<file path="src/rtl/pwm3_pkg.sv">
package pwm3_pkg;
  // Smallest period the counter will run with; shorter requests are raised to this.
  localparam int unsigned MIN_PERIOD = 2;
  // Phase indices, used to name the per-phase generate instances.
  typedef enum int unsigned {PH_U = 0, PH_V = 1, PH_W = 2} phase_e;
endpackage

</file>
<file path="src/rtl/pwm3_timebase.sv">
module pwm3_timebase
  import pwm3_pkg::*;
#(
  parameter int unsigned CW         = 16,
  parameter int unsigned DEF_PERIOD = 10
) (
  input  logic          clk,
  input  logic          rst_n,
  input  logic [CW-1:0] period_i,
  output logic [CW-1:0] cnt_o,
  output logic [CW-1:0] per_o,
  output logic [CW-1:0] per_nx_o,
  output logic          wrap_o,
  output logic          start_o
);
  localparam logic [CW-1:0] MINP = CW'(MIN_PERIOD);
  localparam logic [CW-1:0] DEFP = CW'(DEF_PERIOD);

  logic [CW-1:0] cnt_q, per_q;

  // Periods below the minimum are raised to the minimum.
  assign per_nx_o = (period_i < MINP) ? MINP : period_i;
  assign wrap_o   = (cnt_q == per_q - 1'b1);
  assign start_o  = (cnt_q == '0);
  assign cnt_o    = cnt_q;
  assign per_o    = per_q;

  always_ff @(posedge clk) begin
    if (!rst_n) begin
      cnt_q <= '0;
      per_q <= DEFP;
    end else if (wrap_o) begin
      cnt_q <= '0;
      per_q <= per_nx_o;
    end else begin
      cnt_q <= cnt_q + 1'b1;
    end
  end

  AST_CNT_BOUND: assert property (@(posedge clk) disable iff (!rst_n) cnt_q < per_q);
  AST_WRAP_ZERO: assert property (@(posedge clk) disable iff (!rst_n) wrap_o |=> cnt_q == '0);
  AST_PER_MIN:   assert property (@(posedge clk) disable iff (!rst_n) per_q >= MINP);
endmodule

</file>
<file path="src/rtl/pwm3_dead_sum.sv">
module pwm3_dead_sum #(
  parameter int unsigned CW = 16
) (
  input  logic [CW-1:0] base_i,
  input  logic [CW-1:0] dead_i,
  input  logic [CW-1:0] limit_i,
  output logic [CW-1:0] sum_o
);
  logic [CW:0] wide;

  // The sum is one bit wider so it cannot wrap; the result saturates at the limit.
  always_comb begin
    wide = {1'b0, base_i} + {1'b0, dead_i};
    if (wide > {1'b0, limit_i}) sum_o = limit_i;
    else                        sum_o = wide[CW-1:0];
  end
endmodule

</file>
<file path="src/rtl/pwm3_phase.sv">
module pwm3_phase #(
  parameter int unsigned CW         = 16,
  parameter int unsigned INIT_CMP   = 5,
  parameter int unsigned DEF_PERIOD = 10,
  parameter int unsigned DEF_DEAD   = 10
) (
  input  logic          clk,
  input  logic          rst_n,
  input  logic          wrap_i,
  input  logic          start_i,
  input  logic [CW-1:0] cnt_i,
  input  logic [CW-1:0] per_i,
  input  logic [CW-1:0] per_nx_i,
  input  logic [CW-1:0] cmp_i,
  input  logic [CW-1:0] dead_i,
  output logic          hi_o,
  output logic          lo_o,
  output logic          req_o
);
  localparam int unsigned RST_SUM = INIT_CMP + DEF_DEAD;
  localparam int unsigned RST_LO  = (RST_SUM > DEF_PERIOD) ? DEF_PERIOD : RST_SUM;

  logic [CW-1:0] hi_sh, lo_sh, lo_nx;

  pwm3_dead_sum #(.CW(CW)) u_sum (
    .base_i (cmp_i),
    .dead_i (dead_i),
    .limit_i(per_nx_i),
    .sum_o  (lo_nx)
  );

  // Shadow thresholds are reloaded only at the wrap.
  always_ff @(posedge clk) begin
    if (!rst_n) begin
      hi_sh <= CW'(INIT_CMP);
      lo_sh <= CW'(RST_LO);
    end else if (wrap_i) begin
      hi_sh <= cmp_i;
      lo_sh <= lo_nx;
    end
  end

  assign hi_o  = (cnt_i < hi_sh);
  assign lo_o  = (cnt_i >= lo_sh);
  assign req_o = start_i;

  AST_NO_OVERLAP: assert property (@(posedge clk) disable iff (!rst_n) !(hi_o && lo_o));
  AST_LO_ORDER:   assert property (@(posedge clk) disable iff (!rst_n) (lo_sh >= hi_sh) || (lo_sh == per_i));
  AST_LO_SAT:     assert property (@(posedge clk) disable iff (!rst_n) lo_sh <= per_i);
  AST_SHADOW_HOLD: assert property (@(posedge clk) disable iff (!rst_n)
                     !wrap_i |=> ($stable(hi_sh) && $stable(lo_sh)));
  AST_REQ_PULSE:  assert property (@(posedge clk) disable iff (!rst_n) req_o |=> !req_o);
endmodule

</file>
<file path="src/rtl/pwm3_dead.sv">
module pwm3_dead
  import pwm3_pkg::*;
#(
  parameter int unsigned CW         = 16,
  parameter int unsigned NPH        = 3,
  parameter int unsigned DEF_PERIOD = 10,
  parameter int unsigned DEF_DEAD   = 10,
  parameter int unsigned INIT_CMP   = 5
) (
  input  logic                    clk,
  input  logic                    rst_n,
  input  logic [CW-1:0]           period_i,
  input  logic [NPH-1:0][CW-1:0]  cmp_i,
  input  logic [CW-1:0]           dead_i,
  output logic [NPH-1:0]          req_o,
  output logic [NPH-1:0]          hi_o,
  output logic [NPH-1:0]          lo_o
);
  logic [CW-1:0] cnt, per, per_nx;
  logic          wrap, start;

  pwm3_timebase #(.CW(CW), .DEF_PERIOD(DEF_PERIOD)) u_tb (
    .clk     (clk),
    .rst_n   (rst_n),
    .period_i(period_i),
    .cnt_o   (cnt),
    .per_o   (per),
    .per_nx_o(per_nx),
    .wrap_o  (wrap),
    .start_o (start)
  );

  for (genvar p = 0; p < NPH; p++) begin : g_ph
    pwm3_phase #(
      .CW(CW), .INIT_CMP(INIT_CMP), .DEF_PERIOD(DEF_PERIOD), .DEF_DEAD(DEF_DEAD)
    ) u_ph (
      .clk     (clk),
      .rst_n   (rst_n),
      .wrap_i  (wrap),
      .start_i (start),
      .cnt_i   (cnt),
      .per_i   (per),
      .per_nx_i(per_nx),
      .cmp_i   (cmp_i[p]),
      .dead_i  (dead_i),
      .hi_o    (hi_o[p]),
      .lo_o    (lo_o[p]),
      .req_o   (req_o[p])
    );
  end

  AST_REQ_ALIGNED: assert property (@(posedge clk) disable iff (!rst_n) req_o[0] |-> cnt == '0);
endmodule

</file>
<file path="config.mk">
export PLATFORM = sky130hd
export DESIGN_NAME = pwm3_dead
export DESIGN_NICKNAME = d
export VERILOG_FILES = /design/src/rtl/pwm3_pkg.sv /design/src/rtl/pwm3_timebase.sv /design/src/rtl/pwm3_dead_sum.sv /design/src/rtl/pwm3_phase.sv /design/src/rtl/pwm3_dead.sv
export SDC_FILE = /design/constraint.sdc
export NUM_CORES = 1
export LEC_CHECK = 0
export BUFFER_PORTS_ARGS = -buffer_cell sky130_fd_sc_hd__buf_4
export CAP_MARGIN = 10
export CORE_UTILIZATION = 59
export CTS_BUF_LIST = sky130_fd_sc_hd__clkbuf_2 sky130_fd_sc_hd__clkbuf_4 sky130_fd_sc_hd__clkbuf_8
export DETAILED_ROUTE_END_ITERATION = 8
export MAX_ROUTING_LAYER = met4
export PLACE_DENSITY_LB_ADDON = 0.08
export SLEW_MARGIN = 20
export SYNTH_ARGS = -nofsm -noshare
export SYNTH_HDL_FRONTEND = slang
export SYNTH_SLANG_ARGS = --single-unit
</file>
<file path="constraint.sdc">
create_clock -name clk -period 14.55 [get_ports clk]
set_clock_uncertainty 0.15 [all_clocks]
set_input_delay 2.91 -clock clk [delete_from_list [all_inputs] [get_ports clk]]
set_output_delay 2.91 -clock clk [all_outputs]
set_load 0.01 [all_outputs]
</file>
# Word level (Yosys, flattened, before mapping)

Cells that the tools add are included.

Logic and storage cells: 31
Input port bits: 82
Output and inout port bits: 9
Flip-flop bits (word level): 128

Equal/unequal tests: 1
Order comparisons: 10
Reductions and logical operators: 2
Multiplexer cells: 4
Bitwise logic cells: 1
$add $sub $neg: 5

Operators by type and width:

| cell                  | count |
|---|---|
| $mux 16               | 4 |
| $add 16x16->17        | 3 |
| $gt 17x16->1          | 3 |
| $ge 16x16->1          | 3 |
| $lt 16x16->1          | 3 |
| $add 16x1->16 const B | 1 |
| $eq 16x16->1          | 1 |
| $logic_not 16->1      | 1 |
| $lt 16x2->1 const B   | 1 |
| $sub 16x1->16 const B | 1 |
| $reduce_or 2->1       | 1 |
| $not 1->1             | 1 |

# Depth between registers and ports, before layout

Gate-level depths: netlist (run 1).

Depth in word-level cells: 4
Gate-level depth with buffers: 19
Mapped depth without buffers: 18

# Hierarchy

From an unflattened synthesis (run 1), not the netlist that was laid out.

Cell total of the unflattened synthesis: 1,403
Area total of the unflattened synthesis: 12,134.1 um^2

Modules (own cells, without submodules):

| module                                 | area each (um^2) | cells an instance | times used | seq. area each (um^2) |
|---|---|---|---|---|
| pwm3_phase                             | 1,956.9          | 210               | 3          | 640.6 |
| pwm3_dead_sum (g_ph[0].u_ph.u_sum ...) | 1,386.3          | 168               | 2          | 0.0 |
| pwm3_timebase                          | 2,097.0          | 266               | 1          | 640.6 |
| pwm3_dead_sum (g_ph[1].u_ph.u_sum)     | 1,393.8          | 171               | 1          | 0.0 |

# Worst setup path before layout (run 1)

Ideal clock, no wire load.

Path kind: input-to-reg
From: input port cmp_i[0] (netlist bit)
To: register g_ph[0].u_ph.lo_sh[4]
Slack: 7,597 ps
Stages on the path: 19
Data arrival time: 6,666 ps
Path buffers: 1
Data required time: 14,263 ps
Setup time: 137 ps
Cells stage by stage: ha_1 > fa_1 > a211oi_1 > o21bai_1 > and3_1 > o21a_1 > nor2_1 > xnor2_1 > ha_1 > a21oi_1 > o221ai_1 > a21o_1 > a211o_1 > a31oi_1 > a21oi_1 > a21oi_2 > buf_2 > mux2i_1 > o22ai_1

Cells in the longest elaborated chain, start to end: 3

Ends and longest elaborated chain:

| what                 | line                | text |
|---|---|---|
| from (decl)          | pwm3_dead.sv:13     | `input logic [NPH-1:0][CW-1:0] cmp_i,` |
| $add 16x16->17 *     | pwm3_dead_sum.sv:13 | `wide = {1'b0, base_i} + {1'b0, dead_i};` |
| $gt 17x16->1         | pwm3_dead_sum.sv:14 | `if (wide > {1'b0, limit_i}) sum_o = limit_i;` |
| $mux 16 *            | pwm3_dead_sum.sv:14 |  |
| to (signal assigned) | pwm3_phase.sv:36    | `lo_sh <= CW'(RST_LO);` |
| to (signal assigned) | pwm3_phase.sv:39    | `lo_sh <= lo_nx;` |
| to (decl)            | pwm3_phase.sv:23    | `logic [CW-1:0] hi_sh, lo_sh, lo_nx;` |

Every way passes the cells marked *; elsewhere a longest branch is shown, timed or not.
A chain may end at the register's enable or synchronous reset.

# Worst setup path after layout (run 1)

From: input port cmp_i[16] (netlist bit)
To: register g_ph[1].u_ph.lo_sh[9]

Cells in the longest elaborated chain, start to end: 3

Ends and longest elaborated chain:

| what                 | line |
|---|---|
| $add 16x16->17 *     | pwm3_dead_sum.sv:13 |
| $gt 17x16->1         | pwm3_dead_sum.sv:14 |
| $mux 16 *            | pwm3_dead_sum.sv:14 |
| to (signal assigned) | pwm3_phase.sv:36 |
| to (signal assigned) | pwm3_phase.sv:39 |
| to (decl)            | pwm3_phase.sv:23 |

Marks and branches as above.

==> results.py, run 1 <==
metrics = {
    "power_and_ir_drop": {
        "power_density_nw_per_um2": 84.21,
        "peak_supply_drop_v": 0.00007550,
        "p_leak_nw": 5.284,
    },
    "sta": {
        "fmaxAchievable_mhz": 132.1,
        "setup_viol": 0,
        "fin_worst_hold_slack_ns": 0.3018,
        "timing.final.crit_share_pct": 52.03,
        "timing_hold_violations_final": 0,
        "finalCriticalPeriod_ns": 7.571,
        "slew_headroom_pct": 24.87,
        "max_slew.worst_pin.slew_ns": 1.123,
        "grt_setup_unrepaired": "false",
        "totalNegativeSetupSlack_ns": 0,
        "timing.final.max_slew_violations": 0,
    },
    "drt": {
        "drc": 0,
        "drtIter0Drc": 554,
        "vias_per_cell": 6.039,
        "wl_per_cell_um": 19.74,
        "drtPass1Iterations": 5,
        "detail_route.wirelength_um": 31690,
        "ant_nets": 0,
        "vias": 9692,
    },
    "die": {
        "chipHeight_um": 137.5,
        "placement_rows": 49,
        "initial_utilization_pct": 60.28,
        "design.die.area_um2": 18900,
        "die_w_um": 137.5,
        "design.core.area_um2": 17960,
        "design.portCount": 91,
    },
    "global_route": {
        "grt_first_pass_wirelength_um": 48480,
        "grt_max_degree": 70,
        "grt_overflow_total": 0,
        "grt_pass1_vias": 9200,
        "grt_antenna_before_repair": 0,
        "gr-usage-all-layers_pct": 35.53,
    },
    "yosys": {
        "synth-warning-count": 0,
        "yosys.area.top_type_share_pct": 23.67,
        "synth_enable_flop_cells": 0,
        "synth.ff_latch_count": 128,
        "synth.net_count": 1572,
        "synth_area_leaders": "dfxtp_1 (24%), ha_1 (21%), nand2_1 (4.9%)",
        "post-synth-top-count-cell": "ha_1",
        "mappedNetlistArea_um2": 10830,
        "synth_cell_types": 72,
        "synthesis.instances": 1301,
        "synth_area_per_cell_um2": 8.323,
        "synth_sequential_area_ratio_pct": 23.67,
        "synth_top_cell_by_area": "dfxtp_1",
        "synth_common_cells": "ha_1 (186), nand2_1 (140), dfxtp_1 (128), inv_1 (123), a21oi_1 (65)",
        "async_flop_share_pct": 0,
        "synth_ff_type": "dfxtp_1",
    },
    "finish": {
        "final_design_area_no_fill_um2": 11940,
        "share_of_cells_above_drive_strength_1_pct": 10.39,
        "num_antenna_cells": 0,
        "final_nets": 1634,
        "area_added_between_synthesis_and_finish_pct": 10.23,
        "fillCellCount": 1628,
    },
    "critical_path": {
        "worst-endpoint-arrival_ns": 7.74,
        "criticalPathCategory": "in -> reg",
        "endpoint_kind": "register",
        "critical-path-max-stage-delay_ns": 0.95,
        "cp_data_required_time_ns": 14.72,
        "cp_common_cell": "ha_1",
        "critPathLaunchType": "input pin",
        "critical_path.slowest_cell": "a211oi_4",
        "cp_max_fo": 16,
        "timing.critical_path.cells": "buf_4, ha_1, fa_1, a211oi_1, nor2_1, o21ai_0, a21oi_1, a41o_1, xor2_1, ha_1, nand4_1, nor4_1, a32oi_1, a211oi_4, mux2i_1, o22ai_1",
    },
    "clocking": {
        "clock_tree.htree_level_count": 4,
        "clock_tree.root_cell": "clkbuf_8",
        "clkLatencyLatePin_ns": 0.47,
        "max-clock-path-buffers": 2,
        "tritoncts.num_buffers": 17,
        "clkSlewWorstSetupHoldPaths_ns": 0.08,
        "cts_hold_buf": 0,
        "post_cts_resize_count": 0,
        "count_of_buffers_added_by_post_cts_timing_repair_for_setup": 0,
        "tritoncts": "done",
        "cts_sinks": 128,
    },
    "placed_design": {
        "numPortBuffers": 90,
        "post_dp_cell_area_um2": 11510,
        "globalplace.congestion": 0.9231,
        "dp_hpwl_um": 24560,
    },
    "run_status": {
        "status": "finished clean",
    },
    "worst_hold_path": {
        "hold_path_class": "reg -> reg",
    },
    "run": {
        "max-cap-violations": 0,
    },
}
[worst max-delay path, delay by kind of cell]
| family | cells | cell delay [ns] |
|---|---|---|
| buf+inv | 1 | 0.11 |
| fa+ha+maj | 3 | 0.96 |
| compound gates | 7 | 2.37 |
| xor+xnor | 1 | 0.16 |
| simple gates | 3 | 0.90 |
| mux | 1 | 0.32 |
[sequential cells by signal, summed over array words and instances (netlist names)]
name / flops
g_ph.u_ph.hi_sh: 48
g_ph.u_ph.lo_sh: 48
u_tb.cnt_o: 16
u_tb.per_o: 16
[logic make-up after synthesis]
logic type	after synthesis	synth area share, %
AOI/OAI and AO/OA	340	21.07
adders and majority gates	191	22.23
xor gates and xnor gates	74	5.986
DFF	128	23.67
buffers and inverters	176	7.418
and+or+nand+nor	342	15.00
muxes	50	4.634
[metal layers]
metal | global-route usage, % | part of all wire (%)
met5 | - | 0
met4 | 11.48 | 2.0
met3 | 5.408 | 5.5
met2 | 56.48 | 46
met1 | 46.01 | 46
[cell type report]
type / instances / area, µm² / share of cell area (%)
inverters: 124 / 465.4 / 3.900
multi-input cells: 997 / 7490 / 62.75
flip-flops and latches: 128 / 2562 / 21.47
well taps: 229 / 286.5 / 2.401
clock inverters: 15 / 183.9 / 1.541
clock buffers: 17 / 234.0 / 1.960
repair buffers: 95 / 713.2 / 5.975
[path summary, 6_finish.rpt]
kind / slack (ns) / start / depth (start not counted) / endpoint
worst max-delay path: 6.98 / cmp_i[16] / 16 / g_ph[1].u_ph.lo_sh[9]$_SDFFE_PN0P_
worst min-delay path: 0.30 / g_ph[2].u_ph.hi_sh[3]$_SDFFE_PN0P_ / 2 / g_ph[2].u_ph.hi_sh[3]$_SDFFE_PN0P_
worst max register to register: 10.84 / u_tb.per_o[5]$_SDFFE_PN0P_ / 10 / g_ph[2].u_ph.hi_sh[14]$_SDFFE_PN0P_
worst min register to register: 0.30 / g_ph[2].u_ph.hi_sh[3]$_SDFFE_PN0P_ / 2 / g_ph[2].u_ph.hi_sh[3]$_SDFFE_PN0P_
[placed cells by master, fill, tap and decap left out, types with 33 or more instances in the layout]
cell type,instances
ha_1,186
nand2_1,140
dfxtp_1,128
inv_1,123
buf_4,95
a21oi_1,65
nor2_1,63
a21boi_0,52
mux2i_1,49
xnor2_1,45
o22ai_1,44
o21ai_0,35
a21o_1,34
nand3_1,33
[power by group]
group | internal, mW | switching [mW] | total [mW]
registers | 0.352 | 0.00347 | 0.355
clock network | 0.172 | 0.173 | 0.345
logic | 0.131 | 0.174 | 0.305
[per-stage QoR]
stage	utilization, %	power, mW	worst slack (ns)	std cells
after global routing	66.44	1.047	6.745	1605
final	66.44	1.005	6.979	1605
after detailed placement	64.09	0.6618	6.570	1573
after floorplan	-	0.5695	7.597	1301
after CTS	66.41	1.001	7.012	1605
after global placement	64.05	0.6599	6.464	1573
(Power assumes the default switching activity.)
==> inputs of run 2 (changes only) <==
--- a/config.mk
+++ b/config.mk
@@ -5,9 +5,10 @@
 export SDC_FILE = /design/constraint.sdc
 export NUM_CORES = 1
 export LEC_CHECK = 0
+export ABC_AREA = 1
 export BUFFER_PORTS_ARGS = -buffer_cell sky130_fd_sc_hd__buf_4
 export CAP_MARGIN = 10
-export CORE_UTILIZATION = 59
+export CORE_UTILIZATION = 57
 export CTS_BUF_LIST = sky130_fd_sc_hd__clkbuf_2 sky130_fd_sc_hd__clkbuf_4 sky130_fd_sc_hd__clkbuf_8
 export DETAILED_ROUTE_END_ITERATION = 8
 export MAX_ROUTING_LAYER = met4
==> constraint.sdc (replaced) <==
create_clock -name clk -period 6.4 [get_ports clk]
set_clock_uncertainty 0.15 [all_clocks]
set_input_delay 1.28 -clock clk [delete_from_list [all_inputs] [get_ports clk]]
set_output_delay 1.28 -clock clk [all_outputs]
set_load 0.01 [all_outputs]
==> results.py, run 2 <==
metrics = {
    "power_and_ir_drop": {
        "p_int_mw": 1.418,
        "p_leak_nw": 6.527,
        "switching_share_pct": 38.24,
        "power.share.sequential_pct": 35.2,
        "power_density_nw_per_um2": 177.4,
        "pwr-share-clk_pct": 32.9,
        "comb_power_share_pct": 31.9,
        "power.net_switching_mw": 0.8781,
        "peak_supply_drop_v": 0.0001198,
    },
    "yosys": {
        "synthesis.instances": 1784,
        "synth_common_cells": "nand2_1 (347), inv_1 (268), nor2_1 (187), ha_1 (186), nand3_1 (165)",
        "post-synth-top-count-cell": "nand2_1",
        "synth_enable_flop_cells": 0,
        "post_synth_xor_area_fraction_pct": 3.564,
        "synth_top_cell_by_area": "dfxtp_1",
        "synth_area_in_compound_gates_pct": 12.36,
        "synth_ff_type": "dfxtp_1",
        "async_flop_share_pct": 0,
        "synth_area_leaders": "dfxtp_1 (22%), ha_1 (20%), nand2_1 (11%)",
        "synth.ff_latch_count": 128,
        "synth_cell_types": 47,
        "synth_area_per_cell_um2": 6.612,
        "dominant_combinational_cell_family_by_area_after_synthesis": "simple AND/OR/NAND/NOR gates",
        "synth_adder_area_share_pct": 20.24,
        "synth-warning-count": 0,
        "synth.net_count": 2055,
        "mappedNetlistArea_um2": 11800,
        "yosys.area.top_type_share_pct": 21.72,
        "muxShareOfSynthArea_pct": 0,
        "post_synth_and_or_nand_nor_area_fraction_pct": 30.72,
        "synth_sequential_area_ratio_pct": 21.72,
    },
    "finish": {
        "area_added_between_synthesis_and_finish_pct": 9.727,
        "most-common-layout-cells": "nand2_1 (347), inv_1 (268), nor2_1 (187)",
        "fillCellCount": 1960,
        "ff_latch_area_um2": 2562,
        "share_of_cells_above_drive_strength_1_pct": 8.190,
        "mostFrequentLayoutCell": "nand2_1",
        "multiInputGateArea_um2": 7889,
        "final_nets": 2114,
        "final_design_area_no_fill_um2": 12940,
        "biggestRegsByFlops": "g_ph.u_ph.hi_sh: 48 flops, g_ph.u_ph.lo_sh: 48 flops",
        "num_antenna_cells": 0,
    },
    "drt": {
        "detail_route.wirelength_um": 39050,
        "drtIter0Drc": 801,
        "drtPass1Iterations": 7,
        "drc": 0,
        "vias_per_cell": 5.713,
        "vias": 12146,
        "wl_per_cell_um": 18.37,
        "ant_nets": 0,
    },
    "sta": {
        "timing.final.crit_share_pct": 83.89,
        "setup_viol": 0,
        "max_slew.worst_pin.slew_ns": 1.058,
        "timing.final.max_slew_violations": 0,
        "finalCriticalPeriod_ns": 5.369,
        "slew_headroom_pct": 29.34,
        "fmaxAchievable_mhz": 186.3,
        "grt_setup_unrepaired": "false",
        "worst_slack_ns": 1.031,
        "fin_worst_hold_slack_ns": 0.3067,
        "totalNegativeSetupSlack_ns": 0,
        "timing_hold_violations_final": 0,
    },
    "global_route": {
        "grt_antenna_before_repair": 0,
        "grt_overflow_total": 0,
        "grt_max_degree": 85,
        "grt_pass1_vias": 11350,
        "gr-usage-all-layers_pct": 38.66,
        "grt_first_pass_wirelength_um": 61170,
    },
    "critical_path": {
        "number_of_buffer_and_inverter_instances_along_the_worst_setup_path": 3,
        "rrSetupSlack_ns": 2.72,
        "worstReg2RegStart": "u_tb.cnt_o[10]$_SDFF_PP0_",
        "cp_data_required_time_ns": 6.61,
        "critical_path.slowest_cell": "nand2_1",
        "critical_path.reg2reg.endpoint": "g_ph[0].u_ph.hi_sh[2]$_SDFFE_PN1P_",
        "worst-endpoint-arrival_ns": 5.58,
        "criticalPathCategory": "in -> reg",
        "timing.critical_path.cells": "buf_4, ha_1, fa_1, nand3_1, nand3_1, a21oi_1, o21ai_0, a21boi_0, xor2_1, inv_1, ha_1, a21oi_1, o21ai_0, a311o_1, nor2_1, nand2_1, nand2_2, inv_1, nand2_1, nand3_1, nand2_1",
        "cpLargestDelayFamily": "compound AO/OA/AOI/OAI gates",
        "reg2reg_depth": 10,
        "cp_max_fo": 17,
        "critPathLaunchType": "input pin",
        "endpoint_kind": "register",
        "critical-path-max-stage-delay_ns": 0.44,
    },
    "run_status": {
        "status": "finished clean",
    },
    "worst_hold_path": {
        "holdPathEnd": "g_ph[1].u_ph.hi_sh[0]$_SDFFE_PN1P_",
        "worstHoldStart": "g_ph[1].u_ph.hi_sh[0]$_SDFFE_PN1P_",
        "hold_path_class": "reg -> reg",
        "hold_depth": 2,
    },
    "die": {
        "die_w_um": 145.9,
        "initial_utilization_pct": 58.30,
        "design.portCount": 91,
        "placement_rows": 52,
        "design.die.area_um2": 21280,
        "design.core.area_um2": 20230,
        "chipHeight_um": 145.9,
    },
    "clocking": {
        "clkLatencyLatePin_ns": 0.47,
        "cts_hold_buf": 0,
        "tritoncts": "done",
        "count_of_buffers_added_by_post_cts_timing_repair_for_setup": 0,
        "clock_tree.htree_level_count": 4,
        "cts_sinks": 128,
        "clkSlewWorstSetupHoldPaths_ns": 0.08,
        "clock_tree.root_cell": "clkbuf_8",
        "post_cts_resize_count": 0,
        "tritoncts.num_buffers": 17,
        "max-clock-path-buffers": 2,
    },
    "placed_design": {
        "dp_hpwl_um": 29810,
        "post-place-ws_ns": 0.7202,
        "numPortBuffers": 90,
        "globalplace.congestion": 1.009,
        "post_dp_cell_area_um2": 12540,
    },
    "run": {
        "max-cap-violations": 0,
    },
}
[run 2: cell types whose count changed in the layout (fill, tap and decap cells not counted), sizes merged, moves of 38 or more]
cell / delta
nand2: +209
o22ai: -44
nand3: +134
o21ai: +58
nor2: +128
mux2i: -49
a21boi: -54
nand4: +52
xnor2: -38
a21oi: +49
inv: +147
[run 2: cell families after synthesis]
| family | Yosys count |
|---|---|
| fa+ha+maj | 189 |
| compound gates | 263 |
| simple gates | 828 |
| flops | 128 |
| buf+inv | 328 |
| xor+xnor | 48 |
[run 2: cell type report]
class	count	share of cell area, %
Tap cell	270	2.610
Multi-Input combinational cell	1328	60.95
Clock inverter	13	1.179
Timing Repair Buffer	99	5.742
Clock buffer	19	1.924
Inverter	269	7.801
Sequential cell	128	19.80
[run 2: how the worst max path moves through the flow]
stage              start                                 end  slack, ns  depth (start not counted)
2_1_floorplan   cmp_i[0]  g_ph[0].u_ph.lo_sh[5]$_SDFFE_PN0P_       1.79                         25
3_3_place_gp   cmp_i[16]  g_ph[1].u_ph.lo_sh[1]$_SDFFE_PN1P_       0.73                         19
3_5_place_dp   cmp_i[16]  g_ph[1].u_ph.lo_sh[1]$_SDFFE_PN1P_       0.72                         19
4_1_cts        cmp_i[16]  g_ph[1].u_ph.lo_sh[1]$_SDFFE_PN1P_       1.21                         19
5_1_grt         cmp_i[0]  g_ph[0].u_ph.lo_sh[3]$_SDFFE_PN1P_       0.68                         27
6_report       cmp_i[16]  g_ph[1].u_ph.lo_sh[1]$_SDFFE_PN1P_       1.03                         21
[run 2: worst reg2reg max path: stages (launching register included)]
cell and delay (ns):
dfxtp_1 0.99, xor2_1 0.23, xor2_1 0.23, nand3_1 0.10, nor2_1 0.12, nand2_1 0.14, nor2_4 0.12, buf_4 0.56
buf_4 0.61, nand2_1 0.23, o211ai_1 0.13
[run 2: power by group through the flow]
stage                     Clock, mW  Sequential (mW)  Combinational (mW)
after CTS                     0.763            0.808               0.720
after global routing          0.795            0.809               0.820
after floorplan                   0            0.824               0.495
after detailed placement          0            0.826               0.715
final                         0.756            0.808               0.733
after global placement            0            0.826               0.709
[run 2: metrics by stage]
step / util, % / power (mW) / std cells
floorplan: - / 1.319 / 1784
global placement: 61.98 / 1.535 / 2094
detailed placement: 61.98 / 1.541 / 2094
CTS: 63.97 / 2.291 / 2126
global route: 63.97 / 2.424 / 2126
finish: 63.97 / 2.296 / 2126
[run 2: routing by layer]
metal  vias up  GRT usage (%)  wire length, µm
li1       6043              -                -
met1      5547          46.60            16440
met5         -              -                0
met4         0          22.16             2400
met2       462          61.67            17480
met3        94          5.486             2720
